**config.mk**
```make
export PLATFORM = sky130hd
export DESIGN_NAME = sdram_cmd_tracker
export DESIGN_NICKNAME = d
export VERILOG_FILES = /design/src/rtl/sdcmd_pkg.sv /design/src/rtl/sdcmd_decode.sv /design/src/rtl/sdcmd_bank_track.sv /design/src/rtl/sdcmd_state_ctl.sv /design/src/rtl/sdram_cmd_tracker.sv
export SDC_FILE = /design/constraint.sdc
export NUM_CORES = 1
export LEC_CHECK = 0
export ABC_CLOCK_PERIOD_IN_PS = 4200
export BUFFER_PORTS_ARGS = -buffer_cell sky130_fd_sc_hd__buf_2
export CELL_PAD_IN_SITES_DETAIL_PLACEMENT = 1
export CELL_PAD_IN_SITES_GLOBAL_PLACEMENT = 2
export CORE_MARGIN = 10
export CORE_UTILIZATION = 31
export CTS_BUF_LIST = sky130_fd_sc_hd__clkbuf_16
export DETAILED_ROUTE_END_ITERATION = 8
export PLACE_DENSITY = 0.8
export REMOVE_ABC_BUFFERS = 1
export SLEW_MARGIN = 30
export SYNTH_ARGS = -nofsm -noshare
export SYNTH_HDL_FRONTEND = slang
export SYNTH_HIERARCHICAL = 1
export SYNTH_SLANG_ARGS = --single-unit
```
**constraint.sdc**
```tcl
create_clock -name clk -period 4.2 [get_ports clk]
set_input_delay 0.84 -clock clk [delete_from_list [all_inputs] [get_ports clk]]
set_output_delay 0.84 -clock clk [all_outputs]
set_load 0.02 [all_outputs]
```
**src/rtl/sdcmd_pkg.sv**
```systemverilog
`timescale 1ns/1ps
package sdcmd_pkg;

   typedef enum logic [3:0] {
      CMD_DESEL    = 4'd0,
      CMD_NOP      = 4'd1,
      CMD_ACT      = 4'd2,
      CMD_RD       = 4'd3,
      CMD_WR       = 4'd4,
      CMD_PRE      = 4'd5,
      CMD_PREA     = 4'd6,
      CMD_MRS      = 4'd7,
      CMD_AREF     = 4'd8,
      CMD_SREF_IN  = 4'd9,
      CMD_SREF_OUT = 4'd10,
      CMD_PDN_IN   = 4'd11,
      CMD_PDN_OUT  = 4'd12,
      CMD_DPD_IN   = 4'd13,
      CMD_DPD_OUT  = 4'd14,
      CMD_UNDEF    = 4'd15
   } sd_cmd_e;

   typedef enum logic [1:0] {
      PW_ON   = 2'd0,
      PW_PDN  = 2'd1,
      PW_SREF = 2'd2,
      PW_DPD  = 2'd3
   } sd_pwr_e;

endpackage

```
**src/rtl/sdcmd_decode.sv**
```systemverilog
`timescale 1ns/1ps
module sdcmd_decode
   import sdcmd_pkg::*;
(
   input  logic    cke_prev_i,
   input  logic    cke_i,
   input  logic    cs_n_i,
   input  logic    ras_n_i,
   input  logic    cas_n_i,
   input  logic    we_n_i,
   input  logic    a10_i,
   input  sd_pwr_e pwr_i,
   output sd_cmd_e cmd_o
);

   logic [2:0] strobes;
   assign strobes = {ras_n_i, cas_n_i, we_n_i};

   always_comb begin
      cmd_o = CMD_DESEL;
      if (pwr_i != PW_ON) begin
         // low-power modes: only a rising clock enable means anything
         if (cke_i) begin
            case (pwr_i)
               PW_PDN:  cmd_o = CMD_PDN_OUT;
               PW_SREF: cmd_o = CMD_SREF_OUT;
               default: cmd_o = CMD_DPD_OUT;
            endcase
         end
      end else if (!cke_prev_i) begin
         cmd_o = CMD_DESEL;
      end else if (cs_n_i) begin
         cmd_o = cke_i ? CMD_DESEL : CMD_PDN_IN;
      end else begin
         case (strobes)
            3'b111:  cmd_o = cke_i ? CMD_NOP : CMD_PDN_IN;
            3'b011:  cmd_o = CMD_ACT;
            3'b101:  cmd_o = CMD_RD;
            3'b100:  cmd_o = CMD_WR;
            3'b010:  cmd_o = a10_i ? CMD_PREA : CMD_PRE;
            3'b000:  cmd_o = CMD_MRS;
            3'b001:  cmd_o = cke_i ? CMD_AREF : CMD_SREF_IN;
            default: cmd_o = cke_i ? CMD_UNDEF : CMD_DPD_IN;
         endcase
      end
   end

endmodule

```
**src/rtl/sdcmd_bank_track.sv**
```systemverilog
`timescale 1ns/1ps
module sdcmd_bank_track
   import sdcmd_pkg::*;
#(
   parameter int NUM_BANKS = 4,
   parameter int BANK_W    = 2
)(
   input  logic                 clk,
   input  logic                 rst_n,
   input  logic                 apply_i,
   input  sd_cmd_e              cmd_i,
   input  logic [BANK_W-1:0]    ba_i,
   input  logic                 a10_i,
   output logic [NUM_BANKS-1:0] open_o,
   output logic                 hit_o,
   output logic                 any_o
);

   logic [NUM_BANKS-1:0] open_q;

   for (genvar b = 0; b < NUM_BANKS; b++) begin : g_bank
      logic sel;
      assign sel = (ba_i == BANK_W'(b));

      always_ff @(posedge clk) begin
         if (!rst_n) begin
            open_q[b] <= 1'b0;
         end else if (apply_i) begin
            case (cmd_i)
               CMD_ACT:        if (sel) open_q[b] <= 1'b1;
               CMD_PRE:        if (sel) open_q[b] <= 1'b0;
               CMD_PREA:       open_q[b] <= 1'b0;
               CMD_RD, CMD_WR: if (sel && a10_i) open_q[b] <= 1'b0;
               default:        ;
            endcase
         end
      end
   end

   assign open_o = open_q;
   assign hit_o  = open_q[ba_i];
   assign any_o  = |open_q;


   act_opens_chk: assert property (@(posedge clk) disable iff (!rst_n)
      (apply_i && cmd_i == CMD_ACT) |=> open_q[$past(ba_i)]);


   held_when_rejected_chk: assert property (@(posedge clk) disable iff (!rst_n)
      !apply_i |=> open_q == $past(open_q));

endmodule

```
**src/rtl/sdcmd_state_ctl.sv**
```systemverilog
`timescale 1ns/1ps
module sdcmd_state_ctl
   import sdcmd_pkg::*;
(
   input  logic    clk,
   input  logic    rst_n,
   input  sd_cmd_e cmd_i,
   input  logic    hit_i,
   input  logic    any_open_i,
   input  logic    burst_i,
   output logic    illegal_o,
   output sd_pwr_e pwr_o,
   output logic    init_o
);

   sd_pwr_e pwr_q;
   logic    init_q;
   logic    ill;

   always_comb begin
      case (cmd_i)
         CMD_ACT:                 ill = init_q | hit_i;
         CMD_RD, CMD_WR:          ill = init_q | ~hit_i;
         CMD_PRE:                 ill = init_q;
         CMD_MRS, CMD_AREF:       ill = any_open_i;
         CMD_SREF_IN, CMD_DPD_IN: ill = init_q | any_open_i;
         CMD_PDN_IN:              ill = init_q | burst_i;
         CMD_UNDEF:               ill = 1'b1;
         default:                 ill = 1'b0;
      endcase
   end

   always_ff @(posedge clk) begin
      if (!rst_n) begin
         pwr_q  <= PW_ON;
         init_q <= 1'b1;
      end else if (!ill) begin
         case (cmd_i)
            CMD_SREF_IN:               pwr_q <= PW_SREF;
            CMD_PDN_IN:                pwr_q <= PW_PDN;
            CMD_DPD_IN:                pwr_q <= PW_DPD;
            CMD_SREF_OUT, CMD_PDN_OUT: pwr_q <= PW_ON;
            CMD_DPD_OUT: begin
               pwr_q  <= PW_ON;
               init_q <= 1'b1;
            end
            CMD_MRS:                   init_q <= 1'b0;
            default:                   ;
         endcase
      end
   end

   assign illegal_o = ill;
   assign pwr_o     = pwr_q;
   assign init_o    = init_q;


   init_clear_chk: assert property (@(posedge clk) disable iff (!rst_n)
      $fell(init_q) |-> $past(cmd_i == CMD_MRS));


   dpd_exit_chk: assert property (@(posedge clk) disable iff (!rst_n)
      (pwr_q == PW_DPD && cmd_i == CMD_DPD_OUT) |=> (pwr_q == PW_ON && init_q));


   sref_all_idle_chk: assert property (@(posedge clk) disable iff (!rst_n)
      (pwr_q == PW_SREF) |-> !any_open_i);

endmodule

```
**src/rtl/sdram_cmd_tracker.sv**
```systemverilog
`timescale 1ns/1ps
module sdram_cmd_tracker
   import sdcmd_pkg::*;
#(
   parameter  int NUM_BANKS = 4,
   localparam int BANK_W    = (NUM_BANKS > 1) ? $clog2(NUM_BANKS) : 1
)(
   input  logic                 clk,
   input  logic                 rst_n,
   input  logic                 cke,
   input  logic                 cs_n,
   input  logic                 ras_n,
   input  logic                 cas_n,
   input  logic                 we_n,
   input  logic                 dqm,
   input  logic                 a10,
   input  logic [BANK_W-1:0]    ba,
   input  logic                 burst_active,
   output logic [3:0]           cmd_o,
   output logic [BANK_W-1:0]    bank_o,
   output logic                 auto_pre_o,
   output logic                 illegal_o,
   output logic                 data_en_o,
   output logic [NUM_BANKS-1:0] bank_open_o,
   output logic [1:0]           pwr_state_o,
   output logic                 init_pending_o
);

   if (NUM_BANKS < 2) begin : g_bad_count
      $error("sdram_cmd_tracker: NUM_BANKS must be at least 2");
   end
   if ((NUM_BANKS & (NUM_BANKS - 1)) != 0) begin : g_bad_pow2
      $error("sdram_cmd_tracker: NUM_BANKS must be a power of two");
   end

   logic                 cke_prev_q;
   sd_cmd_e              cmd_now;
   sd_pwr_e              pwr;
   logic                 ill_now;
   logic                 hit;
   logic                 any_open;
   logic [NUM_BANKS-1:0] open_vec;
   logic                 init_flag;

   sdcmd_decode u_decode (
      .cke_prev_i (cke_prev_q),
      .cke_i      (cke),
      .cs_n_i     (cs_n),
      .ras_n_i    (ras_n),
      .cas_n_i    (cas_n),
      .we_n_i     (we_n),
      .a10_i      (a10),
      .pwr_i      (pwr),
      .cmd_o      (cmd_now)
   );

   sdcmd_state_ctl u_state (
      .clk        (clk),
      .rst_n      (rst_n),
      .cmd_i      (cmd_now),
      .hit_i      (hit),
      .any_open_i (any_open),
      .burst_i    (burst_active),
      .illegal_o  (ill_now),
      .pwr_o      (pwr),
      .init_o     (init_flag)
   );

   sdcmd_bank_track #(
      .NUM_BANKS (NUM_BANKS),
      .BANK_W    (BANK_W)
   ) u_banks (
      .clk     (clk),
      .rst_n   (rst_n),
      .apply_i (!ill_now),
      .cmd_i   (cmd_now),
      .ba_i    (ba),
      .a10_i   (a10),
      .open_o  (open_vec),
      .hit_o   (hit),
      .any_o   (any_open)
   );

   sd_cmd_e           cmd_q;
   logic [BANK_W-1:0] bank_q;
   logic              ap_q;
   logic              ill_q;
   logic              den_q;

   always_ff @(posedge clk) begin
      if (!rst_n) begin
         cke_prev_q <= 1'b0;
         cmd_q      <= CMD_DESEL;
         bank_q     <= '0;
         ap_q       <= 1'b0;
         ill_q      <= 1'b0;
         den_q      <= 1'b0;
      end else begin
         cke_prev_q <= cke;
         cmd_q      <= cmd_now;
         bank_q     <= ba;
         ap_q       <= ((cmd_now == CMD_RD) || (cmd_now == CMD_WR)) && a10;
         ill_q      <= ill_now;
         den_q      <= (pwr == PW_ON) && cke_prev_q && !dqm;
      end
   end

   assign cmd_o          = cmd_q;
   assign bank_o         = bank_q;
   assign auto_pre_o     = ap_q;
   assign illegal_o      = ill_q;
   assign data_en_o      = den_q;
   assign bank_open_o    = open_vec;
   assign pwr_state_o    = pwr;
   assign init_pending_o = init_flag;


   illegal_freeze_chk: assert property (@(posedge clk) disable iff (!rst_n)
      illegal_o |-> (bank_open_o == $past(bank_open_o) &&
                     pwr_state_o == $past(pwr_state_o) &&
                     init_pending_o == $past(init_pending_o)));


   den_lowpower_chk: assert property (@(posedge clk) disable iff (!rst_n)
      ($past(pwr_state_o) != 2'd0) |-> !data_en_o);

endmodule

```
==> flow_summary.json, run 1 <==
{
  "place_inst": 195,
  "hold_viol": 0,
  "cp-end-kind": "flip-flop",
  "ys_ff_latch": 17,
  "path_buf_inv": 4,
  "synth_area_per_cell_um2": 9.08,
  "cp-startpoint": "we_n",
  "ys_types": 49,
  "fin_crit_ps": 3060,
  "crit_slowest_cell": "a2111oi_2",
  "crit_top_cell": "inv_1",
  "grt_max_degree": 20,
  "grt_pass1_wl_um": 5450,
  "crit_family": "compound AO/OA/AOI/OAI gates",
  "ctsResizeCount": 0,
  "stdcell_area_um2": 1380,
  "io_pins": 28,
  "maxCapViolCount": 0,
  "grt_usage_pct": 10.7,
  "area_delta_synth_final_pct": 23.5,
  "path_class": "input port to flip-flop",
  "dpl_cell_area_um2": 1300,
  "core_um2": 3420,
  "regArea_um2": 340,
  "yosysTopAreaCell": "dfxtp_1",
  "synth_flop_cell": "dfxtp_1",
  "worstHoldPathType": "flip-flop to flip-flop",
  "synth_edf_count": 0,
  "totalWireLength_um": 3120,
  "antenna_found_initial": 0,
  "dieWidth_um": 80.0,
  "grt_remaining_overflow": 0,
  "cp.required_ps": 4320,
  "drive_above_1_share_pct": 32.0,
  "synthTopCellsByArea": "dfxtp_1, nand2_1, mux2i_1, and2_1, buf_6",
  "vias_per_cell": 5.15,
  "clk_pin_slew_ps": 50,
  "vias": 1025,
  "htree_num_levels": 1,
  "layout.cells.non_filler": 199,
  "ir_drop_uv": 250,
  "die_area_um2": 6410,
  "crit_path_end": "u_banks/open_o[2]",
  "hold_buffers": 0,
  "grt_pass1_vias": 1112,
  "syn_inst": 123,
  "crit_fanout": 18,
  "ant_nets": 0,
  "start_util_pct": 32.7,
  "fillerInstances": 424,
  "status": "complete, no violations",
  "cts_tree": "built",
  "fin_setup_tns_ps": 0,
  "arrival_ps": 3180,
  "setup_violations": 0,
  "rows": 21,
  "clock_sinks": 17,
  "period_share_pct": 72.9,
  "die_h_um": 80.0,
  "async_reset_ff_share_pct": 0,
  "fin_worst_skew_ps": 5.05,
  "cts_buffers": 3,
  "critPathMaxStageDelay_ps": 280,
  "r2r_slack_ps": 1380,
  "worstRegToRegCells": 14,
  "clock_latency_ps": 250,
  "seq_area_frac_synth_pct": 30.5,
  "yosys.area.top_type_share_pct": 30.5,
  "p_leak_nw": 0.604,
  "clockBufferDepth": 2,
  "crit_path_start_kind": "input port",
  "whs_ps": 487,
  "gp_congestion": 0.780,
  "drv_slew": 0,
  "wl_per_cell_um": 15.7,
  "multi_input_area_um2": 724,
  "max_freq_mhz": 327,
  "rsz0062_at_grt": "no",
  "crit_chain": "buf_2, o31ai_1, a31oi_1, a2111oi_2, a21oi_1, buf_4, xnor2_2, o22ai_2, nand2b_1, a31o_1, inv_1, inv_1, a211oi_1, nand2_1, mux2i_1",
  "yosys_warnings": 6,
  "clockRootBuffer": "clkbuf_16",
  "regToRegEndpoint": "u_banks/open_o[2]",
  "p_per_area_nw_per_um2": 340,
  "syn_area_um2": 1120,
  "port_buffers": 27,
  "num_antenna_cells": 0,
  "drt_iter0_markers": 57,
  "hpwl_um": 2380,
  "fin_ws_ps": 1140,
  "cts_setup_buffers": 0,
  "post-place-ws_ps": 846,
  "fin_nets": 166,
  "maxSlewHeadroom_pct": 39.9,
  "crit_cells": 15,
  "drc_errors": 0,
  "drt_pre_antenna_iters": 5,
  "tightestPinTransition_ps": 891,
  "timing.rr.start": "u_state/pwr_o[1]"
}
## how the worst min path moves through the flow
stage | start | to | slack, ps | cells past startpoint
final | cke_prev_q | data_en_o | 490 | 2
after global routing | u_banks/open_o[1] | u_banks/open_o[1] | 540 | 2
after detailed placement | cke_prev_q | data_en_o | 480 | 2
after floorplan | cke_prev_q | data_en_o | 440 | 2
after global placement | cke_prev_q | data_en_o | 460 | 2
after CTS | cke_prev_q | data_en_o | 490 | 2
## placed cells by master (no fill, tap or decap), types with 2 or more instances in the layout
cell type  netlist  layout
a211oi_1         4       4
a211oi_2         2       2
a21o_1           2       2
a21oi_1          3       3
a31oi_1          2       2
and2_1           8       8
buf_2            1      27
buf_4            1       4
clkbuf_16        0       3
dfxtp_1         17      17
inv_1            2       3
mux2i_1          6       6
nand2_1         21      21
nand2b_1         4       4
nand3b_1         4       4
nor2_1           2       2
nor3_1           2       2
nor4b_1          2       2
o21ai_0          4       3
o21ai_1          1       2
o31ai_1          2       2
xor2_1           3       3
## power by group
part | leakage (nW) | internal [W] | total (W) | switching [W]
combinational | 0.423 | 0.0000425 | 0.000109 | 0.0000661
sequential | 0.139 | 0.000170 | 0.000175 | 0.00000529
clock | 0.0423 | 0.000126 | 0.000185 | 0.0000590
total | 0.604 | 0.000338 | 0.000469 | 0.000130
## worst reg2reg max path: cells and delay by family (launching register included)
kind	cells	cell delay, ps
simple gates	4	540
mux	1	140
flops	1	380
buf+inv	3	380
compound gates	6	1250
## cell usage after synthesis, types with 2 or more instances
master	number
a211oi_1	4
mux2i_1	6
nand2b_1	4
a31oi_1	2
a211oi_2	2
a21o_1	2
inv_1	2
xor2_1	3
buf_6	3
nand3b_1	4
dfxtp_1	17
a21oi_1	3
nor2_1	2
o21ai_0	4
and2_1	8
o31ai_1	2
nor4b_1	2
nor3_1	2
nand2_1	21
## routing by layer
layer / GRT usage [%] / part of all wire [%] / vias up
met4: 2.82 / 0.61 / 0
met5: 0 / 0 / -
met2: 18.8 / 51 / 24
met1: 11.7 / 43 / 480
met3: 4.05 / 5.6 / 2
li1: - / - / 519
## final cells by class
| cell class | count | share of cell area [%] |
|---|---|---|
| clock buffers | 3 | 5.44 |
| clock inverters | 1 | 0.272 |
| inverters | 3 | 0.997 |
| multi-input cells | 98 | 52.5 |
| flip-flops and latches | 17 | 24.7 |
| well taps | 46 | 4.17 |
| repair buffers | 31 | 12.0 |
## logic make-up (layout without fill, tap and decap cells)
family                 after synthesis  count (layout)  share of synthesized area, %
AND/OR/NAND/NOR                     52              52                          25.8
AO/OA/AOI/OAI                       34              34                          25.8
flip-flops                          17              17                          30.5
buffers and inverters                8              38                          5.38
multiplexers                         7               7                          7.39
XOR/XNOR                             5               5                          5.26
## registers in the layout, indices dropped and copies added, names as in the netlist
name and flops:
u_state/pwr_o 2, u_banks/open_o 4, cmd_o 4, auto_pre_o 1
illegal_o 1, u_state/init_o 1, bank_o 2, data_en_o 1
cke_prev_q 1
## metrics by stage
| step | utilization [%] | total power (W) |
|---|---|---|
| 2_1_floorplan | - | 0.000248 |
| 3_3_place_gp | 38.1 | 0.000283 |
| 3_5_place_dp | 38.1 | 0.000288 |
| 4_1_cts | 40.4 | 0.000481 |
| 5_1_grt | 40.4 | 0.000501 |
| 6_report | 40.4 | 0.000469 |
(Power assumes the default switching activity.)
==> run 2, diff against run 1 <==
--- a/config.mk
+++ b/config.mk
@@ -5,15 +5,15 @@
 export SDC_FILE = /design/constraint.sdc
 export NUM_CORES = 1
 export LEC_CHECK = 0
-export ABC_CLOCK_PERIOD_IN_PS = 4200
+export ABC_CLOCK_PERIOD_IN_PS = 2800
 export BUFFER_PORTS_ARGS = -buffer_cell sky130_fd_sc_hd__buf_2
 export CELL_PAD_IN_SITES_DETAIL_PLACEMENT = 1
 export CELL_PAD_IN_SITES_GLOBAL_PLACEMENT = 2
 export CORE_MARGIN = 10
-export CORE_UTILIZATION = 31
+export CORE_UTILIZATION = 28
 export CTS_BUF_LIST = sky130_fd_sc_hd__clkbuf_16
 export DETAILED_ROUTE_END_ITERATION = 8
-export PLACE_DENSITY = 0.8
+export PLACE_DENSITY = 0.77
 export REMOVE_ABC_BUFFERS = 1
 export SLEW_MARGIN = 30
 export SYNTH_ARGS = -nofsm -noshare
==> constraint.sdc (replaced) <==
create_clock -name clk -period 2.8 [get_ports clk]
set_input_delay 0.56 -clock clk [delete_from_list [all_inputs] [get_ports clk]]
set_output_delay 0.56 -clock clk [all_outputs]
set_load 0.02 [all_outputs]
==> flow_summary.json, run 2 (synthesis gave the netlist of run 1 again) <==
{
  "clock_latency_ps": 240,
  "ir_drop_uv": 310,
  "die_area_um2": 6920,
  "p_int_w": 0.000518,
  "clockRootBuffer": "clkbuf_16",
  "rsz0062_at_grt": "no",
  "maxCapViolCount": 0,
  "drt_iter0_markers": 34,
  "clk_pin_slew_ps": 50,
  "cts_tree": "built",
  "maxSlewHeadroom_pct": 59.0,
  "fin_crit_ps": 2610,
  "rows": 22,
  "max_freq_mhz": 383,
  "cp.required_ps": 2920,
  "p_switching_w": 0.000200,
  "start_util_pct": 29.6,
  "grt_max_degree": 20,
  "clockBufferDepth": 2,
  "stdcell_area_um2": 1470,
  "pwr-share-seq_pct": 36.5,
  "setup_violations": 0,
  "clock_sinks": 17,
  "io_pins": 28,
  "gp_congestion": 0.787,
  "dieWidth_um": 83.2,
  "cts_buffers": 3,
  "tightestPinTransition_ps": 609,
  "fin_ws_ps": 186,
  "drc_errors": 0,
  "fin_nets": 176,
  "core_um2": 3770,
  "finalPower_w": 0.000718,
  "vias_per_cell": 5.11,
  "crit_path_start_kind": "input port",
  "drv_slew": 0,
  "fin_worst_skew_ps": 0.477,
  "path_class": "input port to flip-flop",
  "grt_pass1_vias": 1145,
  "ant_nets": 0,
  "status": "complete, no violations",
  "p_leak_nw": 0.659,
  "whs_ps": 467,
  "clkPwrFrac_pct": 38.9,
  "grt_usage_pct": 9.51,
  "hpwl_um": 2570,
  "num_antenna_cells": 0,
  "vias": 1079,
  "htree_num_levels": 1,
  "pwr-share-comb_pct": 24.7,
  "antenna_found_initial": 0,
  "crit_fanout": 10,
  "period_share_pct": 93.3,
  "grt_pass1_wl_um": 5630,
  "wl_per_cell_um": 15.3,
  "p_per_area_nw_per_um2": 487,
  "worstHoldPathType": "flip-flop to flip-flop",
  "final_common_cell": "buf_2",
  "port_buffers": 27,
  "totalWireLength_um": 3230,
  "final_cell_mix": "buf_2, nand2_1, dfxtp_1",
  "drive_above_1_share_pct": 37.4,
  "post-place-ws_ps": -120,
  "area_delta_synth_final_pct": 31.8,
  "drt_pre_antenna_iters": 4,
  "arrival_ps": 2730,
  "swShare_pct": 27.8,
  "grt_remaining_overflow": 0,
  "hold_viol": 0,
  "die_h_um": 83.2,
  "finish.utilization_pct": 39.1,
  "cp-end-kind": "flip-flop",
  "dpl_cell_area_um2": 1380
}
run 2: cell types whose count changed in the layout (fill, tap and decap cells not counted), sizes merged:
cell | previous run | this run
buf | 31 | 41
run 2: stage by stage:
stage	setup TNS (ps)	instances
detailed placement	-347	207
global route	0	211
finish	0	211
CTS	0	211
global placement	0	207
floorplan	-2390	118
run 2: worst paths after layout:
path / from / slack, ps / endpoint / cells after the start
setup / recovery: we_n / 190 / u_banks/open_o[2] / 15
hold / removal: cke_prev_q / 470 / data_en_o / 2
setup reg to reg: u_state/pwr_o[1] / 260 / u_banks/open_o[2] / 14
hold reg to reg: cke_prev_q / 470 / data_en_o / 2
run 2: final cells by class:
class	instances	area [um2]
Fill cell	467	2300
Multi-Input combinational cell	98	739
Sequential cell	17	340
Timing Repair Buffer	41	240
Clock buffer	3	75.1
Tap cell	48	60.1
Inverter	3	13.8
Clock inverter	1	3.75
run 2: metal layers:
metal | track usage, % | wire (um) | part of all wire, % | vias up
met5 | 0 | 0 | 0 | -
met4 | 1.69 | 8 | 0.25 | 0
met3 | 4.00 | 199 | 6.2 | 2
met2 | 15.9 | 1590 | 49 | 25
met1 | 11.1 | 1440 | 44 | 515
li1 | - | - | - | 537
run 2: critical path: stages:
cell,delay (ps)
buf_2,160
xor2_1,170
nor2_1,70
a2111oi_2,330
a21oi_1,70
buf_4,190
xnor2_2,150
o22ai_2,130
nand2b_1,100
a31o_1,230
inv_1,50
inv_1,70
a211oi_1,190
nand2_1,130
mux2i_1,130
run 2: what timing repair did:
action / CTS / global route
hold endpoints to repair: 0 / 0
gates resized for setup: 0 / 2
endpoints found under the setup margin: 0 / 4
buffers inserted: 0 / 0
hold buffers: 0 / 0
run 2: power by group through the flow:
stage          logic (W)  clock network [W]  registers [W]
4_1_cts         0.000178           0.000286       0.000262
3_5_place_dp    0.000177                  0       0.000267
5_1_grt         0.000196           0.000300       0.000264
3_3_place_gp    0.000172                  0       0.000266
2_1_floorplan  0.0000921                  0       0.000279
6_report        0.000177           0.000279       0.000262
